===== config.mk =====
export PLATFORM = sky130hd
export DESIGN_NAME = hw_cycle_ctrl
export DESIGN_NICKNAME = d
export VERILOG_FILES = /design/src/rtl/hw_cycle_ctrl.sv
export SDC_FILE = /design/constraint.sdc
export NUM_CORES = 1
export LEC_CHECK = 0
export BUFFER_PORTS_ARGS = -buffer_cell sky130_fd_sc_hd__buf_2
export CAP_MARGIN = 40
export CELL_PAD_IN_SITES_DETAIL_PLACEMENT = 1
export CELL_PAD_IN_SITES_GLOBAL_PLACEMENT = 1
export CORE_ASPECT_RATIO = 0.8
export CORE_UTILIZATION = 44
export DETAILED_ROUTE_END_ITERATION = 8
export HOLD_SLACK_MARGIN = 0.06
export MAX_ROUTING_LAYER = met4
export PLACE_DENSITY_LB_ADDON = 0.05
export SLEW_MARGIN = 20
export SYNTH_ARGS = -nofsm -noshare
export SYNTH_HDL_FRONTEND = slang
export SYNTH_SLANG_ARGS = --single-unit

===== constraint.sdc =====
create_clock -name clk -period 5 [get_ports clk]
set_clock_uncertainty 0.1 [all_clocks]
set_input_delay 0.25 -clock clk [delete_from_list [all_inputs] [get_ports clk]]
set_output_delay 0.25 -clock clk [all_outputs]
set_load 0.01 [all_outputs]

===== src/rtl/hw_cycle_ctrl.sv =====
module hw_cycle_ctrl #(
  parameter int AW = 12,
  parameter logic [AW-1:0] SAVE_ADDR   = 12'hFF0,
  parameter logic [AW-1:0] VECTOR_ADDR = 12'h800
) (
  input  logic          clk,
  input  logic          rst_n,
  input  logic          irq,
  input  logic          ie_set,
  input  logic [AW+3:0] mem_rdata,
  output logic [AW-1:0] mem_addr,
  output logic          mem_rd,
  output logic          mem_wr,
  output logic [AW+3:0] mem_wdata,
  output logic [1:0]    cycle_code,
  output logic [1:0]    step,
  output logic [AW-1:0] pc,
  output logic [AW+3:0] acc
);
  localparam int DW = AW + 4;
  localparam logic [1:0] PH_FET = 2'b00, PH_IND = 2'b01, PH_EXE = 2'b10, PH_INT = 2'b11;
  localparam logic [2:0] OP_ADD = 3'b000, OP_ISZ = 3'b001, OP_BSA = 3'b010;

  logic [1:0]    ph_q, st_q, ph_d;
  logic [AW-1:0] mar_q, pc_q;
  logic [DW-1:0] mbr_q, ir_q, acc_q;
  logic          ie_q;

  wire [2:0]    opc    = ir_q[DW-2:AW];
  wire [AW-1:0] afield = ir_q[AW-1:0];
  wire is_f = ph_q == PH_FET;
  wire is_i = ph_q == PH_IND;
  wire is_e = ph_q == PH_EXE;
  wire is_n = ph_q == PH_INT;
  wire e_add = is_e && opc == OP_ADD;
  wire e_isz = is_e && opc == OP_ISZ;
  wire e_bsa = is_e && opc == OP_BSA;
  wire e_nop = is_e && !(e_add || e_isz || e_bsa);

  wire phase_end = ((is_f || is_i || is_n || e_add || e_bsa) && st_q == 2'd2) ||
                   (e_isz && st_q == 2'd3) || (e_nop && st_q == 2'd0);
  wire take_int  = is_e && phase_end && irq && ie_q;

  always_comb begin
    ph_d = ph_q;
    if (phase_end) begin
      case (ph_q)
        PH_FET:  ph_d = mbr_q[DW-1] ? PH_IND : PH_EXE;
        PH_IND:  ph_d = PH_EXE;
        PH_EXE:  ph_d = take_int ? PH_INT : PH_FET;
        default: ph_d = PH_FET;
      endcase
    end
  end

  assign mem_rd    = (is_f || is_i || e_add || e_isz) && st_q == 2'd0;
  assign mem_wr    = (is_n && st_q == 2'd2) || (e_isz && st_q == 2'd3) || (e_bsa && st_q == 2'd1);
  assign mem_addr  = mem_rd ? (is_f ? pc_q : afield) : mar_q;
  assign mem_wdata = mbr_q;

  always_ff @(posedge clk) begin
    if (!rst_n) begin
      ph_q  <= PH_FET;
      st_q  <= 2'd0;
      mar_q <= '0;
      pc_q  <= '0;
      mbr_q <= '0;
      ir_q  <= '0;
      acc_q <= '0;
      ie_q  <= 1'b0;
    end else begin
      ph_q <= ph_d;
      st_q <= phase_end ? 2'd0 : st_q + 2'd1;
      if (take_int)    ie_q <= 1'b0;
      else if (ie_set) ie_q <= 1'b1;

      if (mem_rd) mar_q <= mem_addr;
      if (is_n && st_q == 2'd1) mar_q <= SAVE_ADDR;
      if (e_bsa && st_q == 2'd0) mar_q <= afield;

      if ((is_f || is_i || e_add || e_isz) && st_q == 2'd1) mbr_q <= mem_rdata;
      if (e_isz && st_q == 2'd2) mbr_q <= mbr_q + 1'b1;
      if ((e_bsa || is_n) && st_q == 2'd0) mbr_q <= {{(DW-AW){1'b0}}, pc_q};

      if (is_f && st_q == 2'd1) pc_q <= pc_q + 1'b1;
      if (e_isz && st_q == 2'd3 && mbr_q == '0) pc_q <= pc_q + 1'b1;
      if (e_bsa && st_q == 2'd1) pc_q <= afield;
      if (e_bsa && st_q == 2'd2) pc_q <= pc_q + 1'b1;
      if (is_n && st_q == 2'd1) pc_q <= VECTOR_ADDR;

      if (is_f && st_q == 2'd2) ir_q <= mbr_q;
      if (is_i && st_q == 2'd2) ir_q[AW-1:0] <= mbr_q[AW-1:0];

      if (e_add && st_q == 2'd2) acc_q <= acc_q + mbr_q;
    end
  end

  assign cycle_code = ph_q;
  assign step       = st_q;
  assign pc         = pc_q;
  assign acc        = acc_q;

  AST_RD_WR_EXCL: assert property (@(posedge clk) disable iff (!rst_n) !(mem_rd && mem_wr));
  AST_STEP_RESTART: assert property (@(posedge clk) disable iff (!rst_n)
    (ph_q != $past(ph_q)) |-> st_q == 2'd0);
  AST_T4_ONLY_EXEC: assert property (@(posedge clk) disable iff (!rst_n)
    (st_q == 2'd3) |-> ph_q == PH_EXE);
  AST_FETCH_PC_INC: assert property (@(posedge clk) disable iff (!rst_n)
    (is_f && st_q == 2'd1) |=> pc_q == $past(pc_q) + 1'b1);
  AST_IND_TO_EXEC: assert property (@(posedge clk) disable iff (!rst_n)
    (is_i && st_q == 2'd2) |=> ph_q == PH_EXE);
  AST_ADD_SUM: assert property (@(posedge clk) disable iff (!rst_n)
    (e_add && st_q == 2'd2) |=> acc_q == $past(acc_q) + $past(mbr_q));
  AST_INT_IE_CLEAR: assert property (@(posedge clk) disable iff (!rst_n)
    (is_n && st_q == 2'd0) |-> !ie_q);
  AST_INT_VECTOR: assert property (@(posedge clk) disable iff (!rst_n)
    (is_n && st_q == 2'd1) |=> pc_q == VECTOR_ADDR && mar_q == SAVE_ADDR);
endmodule


==> results of run 1 <==
==> power breakdown <==
| part | total (mW) | internal, mW | switching [mW] |
|---|---|---|---|
| combinational | 0.447 | 0.163 | 0.284 |
| sequential | 0.735 | 0.649 | 0.0864 |
| clock | 0.608 | 0.335 | 0.272 |
==> critical path, cell delays in order (launching register included) <==
cell      delay [ns]
dfxtp_1         0.33
inv_1           0.10
ha_1            0.49
and4_1          0.70
nor2_1          0.24
buf_4           0.25
a222oi_1        0.34
a21oi_1         0.12
==> Yosys cell counts, types with 3 or more instances <==
library cell	n
nand4b_1	4
a31oi_1	14
xnor2_1	4
clkbuf_1	29
nor4_1	5
and3_1	12
o211ai_1	4
o21ai_0	37
buf_2	9
o31ai_1	4
a21o_1	5
mux2i_1	12
buf_1	4
a22oi_1	5
o21ai_1	9
inv_1	15
nand2b_1	4
and2_1	5
nor2b_1	8
a211oi_1	6
or3_1	8
ha_1	22
nand2_1	109
a21oi_1	77
dfxtp_1	76
nand4_1	8
a221oi_1	12
nor3_1	10
a222oi_1	6
nand3_1	33
a21boi_0	3
o221ai_1	4
xor2_1	4
nor2_1	23
==> cells by family after synthesis <==
logic type,synth area share [%]
compound gates,26.6
flops,31.9
mux,2.75
xor+xnor,1.47
buf+inv,5.11
simple gates,26.1
fa+ha+maj,6.19
==> layer usage <==
metal  share of wire [%]  wire [um]  global-route usage, %  vias up
met5                   0          0                      -        -
met4                 1.2        196                   7.81        0
met3                 7.6       1270                   6.88       22
met2                  45       7490                   48.2      200
met1                  47       7810                   41.0     2575
li1                    -          -                      -     2443
==> worst paths after layout <==
kind / cells after the start / slack [ns] / end
worst max-delay path: 7 / 2.19 / mem_wdata[1]
worst min-delay path: 3 / 0.08 / mem_wdata[14]
worst max register to register: 7 / 2.19 / mem_wdata[1]
worst min register to register: 2 / 0.37 / acc[4]
==> cell type report <==
type | count | area, um2
clock inverters | 6 | 41.3
well taps | 140 | 175
flip-flops and latches | 76 | 1520
repair buffers | 93 | 527
inverters | 16 | 60.1
multi-input cells | 498 | 3010
fillers | 1355 | 4840
clock buffers | 10 | 229
==> flip-flops by register name, indices dropped and copies added (netlist names) <==
register,flops
mar_q,12
mem_wdata,16
acc,16
step,2
cycle_code,2
pc,12
ie_q,1
ir_q,15
==> flow_summary_export.csv, run 1 <==
group,metric,value,unit
sta,fmax,355,MHz
outcome,outcome,"finished, final reports clean",
min_path,hp-start,"mem_rdata[14]",
worst_setup_path,startpoint,"step[0]",
synthesis,async_flop_share,0,%
grt,gr-total-overflow,0,
cts,post_cts_buffers,0,
worst_setup_path,cp-start-kind,"register",
synthesis,syn_nets,677,
grt,grt_max_degree,31,
drt,first_pass_iters,7,
synthesis,synth_edf_count,0,
die,die_y,95.2,um
sta,period_share,56.3,%
sta,timing.final.max_slew_violations,0,
cts,clkTransAtPathRegs,0.06,ns
synthesis,synth_top_area_share,31.9,%
power,fin_total_pwr,1.79,mW
die,start_util,45.9,%
cts,htree_num_levels,3,
place,dp_hpwl,12200,um
grt,grt_antenna_before_repair,0,
cts,cts_buffer_depth,2,
drt,drtIter0Drc,403,
drt,drt_wl_total,16800,um
sta,hold_viol_final,0,
synthesis,yosysTopAreaCell,"dfxtp_1",
die,io_pins,82,
power,ir_drop,0.000188,V
place,numPlacedInstances,819,
finish,final_cell_mix,"nand2_1, buf_2, a21oi_1",
worst_setup_path,path_class,"register to register",
sta,fin_tns_setup,0,ns
sta,layout_setup_ws,2.19,ns
cts,cts-root-buf,"clkbuf_16",
synthesis,synth_seq_cells,76,
finish,final_area,5570,um2
cts,cts_hold_buf,0,
min_path,hold_class,"primary input to register",
finish,layout_commonest_cell,"nand2_1",
die,die_w,118,um
sta,fin_crit,2.81,ns
synthesis,yosysWarnings,0,
grt,grt_pass1_wl,26600,um
synthesis,ys_types,66,
finish,area_growth,16.6,%
sta,holdWs,0.0765,ns
die,core.rowCount,33,
drt,viasPerCell,6.25,
die,dieArea,11300,um2
synthesis,netlist_top_cells_area,"dfxtp_1, nand2_1, a21oi_1",
finish,fin_nets,737,
grt,grt_usage,31.0,%
place,portBuffers,81,
drt,ant_nets,0,
place,dp_slack,2.11,ns
synthesis,synth.avg_cell_area,7.53,um2
power,power_density,322,nW/um2
power,leakage,2.31,nW
cts,insertion_delay,0.34,ns
finish,final_cells,839,
worst_setup_path,r2r_start,"step[0]",
worst_setup_path,path_max_fanout,16,
worst_setup_path,cp.required,5.11,ns
synthesis,syn_area,4770,um2
sta,max-slew-margin-rel,30.8,%
finish,final_util,53.5,%
synthesis,synth_ff_type,"dfxtp_1",
worst_setup_path,arrival,2.92,ns
sta,finalSetupViolCount,0,
finish,antenna_cells,0,
cts,postCtsResizedCells,0,
cts,cts_tree,"yes",
place,place_area,5250,um2
drt,drc,0,
synthesis,synth_cells,634,
worst_setup_path,critPathCaptureType,"register",
drt,detailroute.via_count,5240,
sta,worstMarginPinSlew,1.04,ns
drt,wire_per_inst,20.0,um
cts,cts.sinks,76,
finish,drive_gt1_share,17.2,%
die,core,10400,um2
grt,grt_pass1_vias,5098,
cts,cts-buffers-inserted,9,
synthesis,synth-seq-area-share,31.9,%
sta,rsz0062_at_grt,"no",
place,gp_congestion,0.944,
flow_run,drv_cap,0,
Power figures use the tool's default switching activity.
==> inputs of run 2 (changes only) <==
Settings changed: ABC_AREA from default to 1, CORE_UTILIZATION 44 to 40.
Clock period 5 ns to 2.6 ns, I/O delays scaled along.
==> flow_summary_export.csv, run 2 <==
group,metric,value,unit
grt,grt_antenna_before_repair,0,
die,io_pins,82,
worst_setup_path,path_class,"register to register",
worst_setup_path,r2r_slack,0.27,ns
cts,insertion_delay,0.35,ns
power,p_int,3.18,mW
place,numPlacedInstances,1037,
worst_setup_path,crit_top_cell,"nand2_1",
finish,antenna_cells,0,
drt,ant_nets,0,
synthesis,netlist_top_cells_area,"dfxtp_1, nand2_1, nor2_1",
synthesis,synth.most_common_cell,"nand2_1",
drt,first_pass_iters,4,
drt,viasPerCell,5.28,
worst_setup_path,cp-start-kind,"register",
power,power_density,952,nW/um2
worst_setup_path,rr_endpoint,"acc[14]",
sta,fmax,429,MHz
die,start_util,41.2,%
cts,cts_tree,"yes",
sta,max-slew-margin-rel,60.2,%
worst_setup_path,arrival,2.47,ns
worst_setup_path,critPathCaptureType,"register",
finish,final_cell_mix,"nand2_1, nor2_1, inv_1",
synthesis,synthAdderAreaFrac,5.86,%
grt,gr-total-overflow,0,
synthesis,yosys.area_share.simple,33.7,%
min_path,hp-start,"mem_rdata[3]",
power,leakage,2.95,nW
power,switching_share,44.4,%
finish,drive_gt1_share,16.5,%
drt,drtIter0Drc,349,
flow_run,drv_cap,0,
finish,fin_nets,924,
worst_setup_path,cpPeakStageDelay,0.50,ns
grt,grt_pass1_wl,29600,um
sta,worstMarginPinSlew,0.592,ns
worst_setup_path,cp_slowest_cell,"fa_1",
drt,wire_per_inst,17.5,um
place,place_area,5640,um2
grt,grt_pass1_vias,5530,
worst_setup_path,crit_chain,"inv_1 > fa_1 > o21ai_0 > buf_4 > nand2_1 > nand2_1 > nand2_1 > nand3_1 > nand2_1 > nor2_1 > nor2_1",
finish,final_util,49.2,%
power,p_sw,2.54,mW
drt,detailroute.via_count,5576,
synthesis,synth_ff_type,"dfxtp_1",
cts,cts.sinks,76,
outcome,outcome,"finished, final reports clean",
synthesis,syn_area,5030,um2
synthesis,syn_nets,835,
synthesis,synth_xor_xnor_area_share,3.13,%
synthesis,yosysTopAreaCell,"dfxtp_1",
min_path,holdPathStages,5,
drt,drt_wl_total,18500,um
sta,finalSetupViolCount,0,
worst_setup_path,cp.required,2.74,ns
cts,cts-root-buf,"clkbuf_16",
synthesis,synth_top_area_share,30.2,%
synthesis,synth_edf_count,0,
cts,htree_num_levels,3,
finish,final_cells,1057,
min_path,holdPathEnd,"mem_wdata[3]",
sta,timing.final.max_slew_violations,0,
place,dp_slack,0.371,ns
sta,holdWs,0.0805,ns
finish,area_growth,19.4,%
synthesis,synth_commonest_cells,"nand2_1, nor2_1, inv_1",
place,dp_hpwl,14300,um
cts,cts_buffer_depth,2,
synthesis,synth_compound_area_share,16.8,%
drt,drc,0,
place,portBuffers,81,
die,die_y,102,um
die,core,12200,um2
cts,post_cts_buffers,0,
synthesis,synth_cells,792,
power,ir_drop,0.000406,V
cts,clkTransAtPathRegs,0.06,ns
worst_setup_path,r2r_cells,11,
power,p_seq_share,32.4,%
sta,rsz0062_at_grt,"no",
power,comb_power_share,42.7,%
place,gp_congestion,0.966,
min_path,hold_class,"primary input to register",
power,p_clk_share,24.9,%
cts,cts-buffers-inserted,9,
synthesis,synth_top_family_by_area,"simple AND/OR/NAND/NOR gates",
synthesis,synth_seq_cells,76,
finish,nFillCells,1691,
cts,postCtsResizedCells,0,
synthesis,synth.avg_cell_area,6.36,um2
grt,grt_usage,30.6,%
worst_setup_path,r2r_start,"mem_wdata[1]",
sta,layout_setup_ws,0.269,ns
sta,period_share,89.6,%
die,dieArea,13000,um2
sta,hold_viol_final,0,
synthesis,yosysWarnings,0,
die,die_w,127,um
sta,fin_crit,2.33,ns
synthesis,synthMuxAreaShare,0.398,%
power,fin_total_pwr,5.72,mW
die,core.rowCount,36,
finish,layout_commonest_cell,"nand2_1",
finish,final_area,6010,um2
synthesis,ys_types,39,
grt,grt_max_degree,30,
sta,fin_tns_setup,0,ns
synthesis,synth-seq-area-share,30.2,%
worst_setup_path,path_max_fanout,5,
synthesis,async_flop_share,0,%
==> run 2: cell count changes in the layout (fill, tap and decap cells not counted), moves of 12 or more <==
cell | previous run | this run
inv_1 | 15 | 92
nand2_1 | 109 | 200
a31oi_1 | 14 | 1
a221oi_1 | 12 | 0
a21oi_1 | 77 | 50
o21ai_0 | 37 | 79
xor2_1 | 4 | 16
nor2_1 | 23 | 106
==> run 2: what timing repair did <==
item / CTS / global route
endpoints found under the hold margin: 3 / 0
setup endpoints to repair: 0 / 0
hold buffers: 4 / 0
==> run 2: critical path: cells and delay by family, from the launching register on <==
family / cells / cell delay [ns]
AND/OR/NAND/NOR: 7 / 0.53
adder cells (fa/ha/maj): 1 / 0.50
flip-flops: 1 / 0.49
buffers and inverters: 2 / 0.41
AO/OA/AOI/OAI: 1 / 0.18
==> run 2: layout make-up <==
cell class / count / area, um2 / area share, %
Timing Repair Buffer: 99 / 551 / 9.16
Tap cell: 171 / 214 / 3.56
Multi-Input combinational cell: 594 / 3020 / 50.2
Inverter: 101 / 380 / 6.33
Sequential cell: 76 / 1520 / 25.3
Clock buffer: 13 / 260 / 4.33
Clock inverter: 3 / 68.8 / 1.14
==> run 2: routing by layer <==
metal / vias up / track usage, % / wire length [um]
met1: 2687 / 42.3 / 9410
met2: 131 / 46.9 / 7940
met3: 17 / 4.66 / 884
li1: 2741 / - / -
met4: 0 / 7.23 / 243
met5: - / - / 0
==> run 2: how the worst max path moves through the flow <==
stage | cells after the start | startpoint | endpoint | slack [ns]
finish | 11 | mem_wdata[1] | acc[14] | 0.27
global route | 10 | step[0] | mem_wdata[6] | 0.16
CTS | 9 | cycle_code[1] | mem_addr[5] | 0.31
detailed placement | 11 | mem_wdata[1] | acc[14] | 0.37
global placement | 11 | mem_wdata[1] | acc[14] | 0.37
floorplan | 11 | mem_wdata[0] | acc[10] | 0.52
==> run 2: cell families after synthesis <==
logic type | after synthesis
buf+inv | 122
xor+xnor | 18
simple gates | 392
compound gates | 159
mux | 2
fa+ha+maj | 23
flops | 76
==> run 2: power by group through the flow <==
stage	Sequential, mW	Combinational (mW)	Clock, mW
floorplan	1.83	1.56	0
global placement	1.86	2.31	0
global route	1.89	2.75	1.50
CTS	1.85	2.43	1.45
finish	1.85	2.44	1.43
detailed placement	1.87	2.40	0
==> inputs of run 3 (changes only) <==
Settings changed: BUFFER_PORTS_ARGS -buffer_cell sky130_fd_sc_hd__buf_2 to default, CORE_UTILIZATION 40 to 45, DONT_BUFFER_PORTS from default to 1.
==> flow_summary_export.csv, run 3 (same netlist as run 2, synthesis figures left out) <==
group,metric,value,unit
drt,drc,0,
drt,viasPerCell,5.66,
drt,drtIter0Drc,390,
flow_run,drv_cap,0,
worst_setup_path,cp_slowest_cell,"dfxtp_1",
cts,cts-root-buf,"clkbuf_16",
cts,clkTransAtPathRegs,0.06,ns
place,place_area,5230,um2
worst_setup_path,crit_end,"mem_addr[7]",
power,leakage,2.60,nW
grt,grt_pass1_vias,5473,
power,power_density,962,nW/um2
die,io_pins,82,
worst_setup_path,r2r_cells,12,
finish,nFillCells,1536,
drt,first_pass_iters,5,
power,ir_drop,0.000426,V
cts,insertion_delay,0.34,ns
worst_setup_path,crit_top_cell,"nand2_1",
worst_setup_path,critPathCaptureType,"output port",
sta,finalSetupViolCount,0,
grt,grt_antenna_before_repair,0,
die,die_y,96.6,um
grt,gr-total-overflow,0,
sta,rsz0062_at_grt,"no",
cts,cts-buffers-inserted,9,
worst_setup_path,arrival,2.13,ns
place,dp_hpwl,13800,um
sta,layout_setup_ws,0.244,ns
finish,antenna_cells,0,
drt,ant_nets,0,
sta,period_share,90.6,%
grt,grt_max_degree,29,
worst_setup_path,cp-start-kind,"register",
worst_setup_path,cp.required,2.37,ns
cts,cts.sinks,76,
die,core.rowCount,34,
finish,layout_commonest_cell,"nand2_1",
worst_setup_path,rr_endpoint,"acc[10]",
sta,fmax,424,MHz
sta,hold_viol_final,0,
finish,final_cell_mix,"nand2_1, nor2_1, inv_1",
die,core,10900,um2
worst_setup_path,path_max_fanout,17,
finish,area_growth,13.3,%
die,die_w,120,um
place,gp_congestion,0.996,
grt,grt_pass1_wl,29300,um
grt,grt_usage,33.1,%
finish,final_cells,966,
finish,fin_nets,860,
place,numPlacedInstances,932,
cts,htree_num_levels,3,
worst_setup_path,r2r_start,"acc[0]",
sta,timing.final.max_slew_violations,0,
min_path,hold_class,"primary input to register",
worst_setup_path,startpoint,"cycle_code[1]",
cts,cts_buffer_depth,2,
finish,final_util,52.4,%
drt,detailroute.via_count,5467,
cts,postCtsResizedCells,0,
cts,post_cts_buffers,0,
sta,fin_tns_setup,0,ns
drt,wire_per_inst,18.9,um
worst_setup_path,r2r_slack,0.33,ns
finish,drive_gt1_share,8.52,%
die,dieArea,11600,um2
die,start_util,46.2,%
place,dp_slack,0.420,ns
sta,worstMarginPinSlew,0.654,ns
outcome,outcome,"finished, final reports clean",
worst_setup_path,path_class,"register to output port",
min_path,hp-start,"rst_n",
worst_setup_path,cpPeakStageDelay,0.55,ns
finish,final_area,5700,um2
sta,fin_crit,2.36,ns
cts,cts_tree,"yes",
place,portBuffers,0,
worst_setup_path,crit_chain,"nand2_2 > nor2_4 > nand2_1 > nand2_2 > nand2_4 > inv_2 > nand2_1 > nand2_1",
drt,drt_wl_total,18300,um
sta,max-slew-margin-rel,56.0,%
==> run 3: changes by cell type in the layout (fill, tap and decap cells not counted), sizes merged <==
cell / delta
buf: -77
dlygate4sd3: +13
bufinv: -1
clkbuf: -1
clkinv: +1
clkinvlp: +1
==> run 3: worst max-delay path, delay by kind of cell (launching register included) <==
family | cells | cell delay [ns]
and+or+nand+nor | 7 | 0.96
buffers and inverters | 1 | 0.26
DFF | 1 | 0.55
==> run 3: per-stage QoR <==
stage	hold slack (ns)	total power [mW]
floorplan	0.209	3.39
global placement	0.141	3.99
detailed placement	0.143	4.11
CTS	0.0769	5.46
global route	0.127	5.84
finish	0.101	5.49
==> run 3: how the worst min path moves through the flow <==
stage / to / slack (ns) / depth (start not counted)
2_1_floorplan: ie_q / 0.21 / 2
3_3_place_gp: mem_wdata[6] / 0.14 / 2
3_5_place_dp: mem_wdata[6] / 0.14 / 2
4_1_cts: cycle_code[0] / 0.08 / 4
5_1_grt: pc[5] / 0.13 / 4
6_report: pc[9] / 0.10 / 4
==> run 3: power breakdown <==
group          switching [mW]  internal [mW]  leakage [nW]
sequential              0.447           1.45         0.619
clock                   0.518          0.794         0.149
combinational            1.56          0.715          1.84
total                    2.53           2.96          2.60
==> run 3: layout make-up <==
class	instances	area, um2	share of cell area, %
clock inverter	4	47.5	0.834
sequential	76	1520	26.7
clock buffer	12	256	4.50
tap	144	180	3.16
timing repair buffer	35	303	5.31
inverter	101	380	6.67
multi-input combinational	594	3020	52.9
==> run 3: repair_timing <==
action                                  in CTS  in global routing
hold buffers                                18                  0
endpoints found under the hold margin       41                  0
endpoints found under the setup margin       0                  0
==> run 3: per-layer routing <==
| layer | GRT usage (%) | part of all wire [%] | vias to the layer above |
|---|---|---|---|
| met5 | - | 0 | - |
| met4 | 9.02 | 1.5 | 0 |
| met3 | 7.25 | 6.6 | 26 |
| met2 | 48.5 | 43 | 183 |
| met1 | 45.7 | 49 | 2648 |
| li1 | - | - | 2610 |
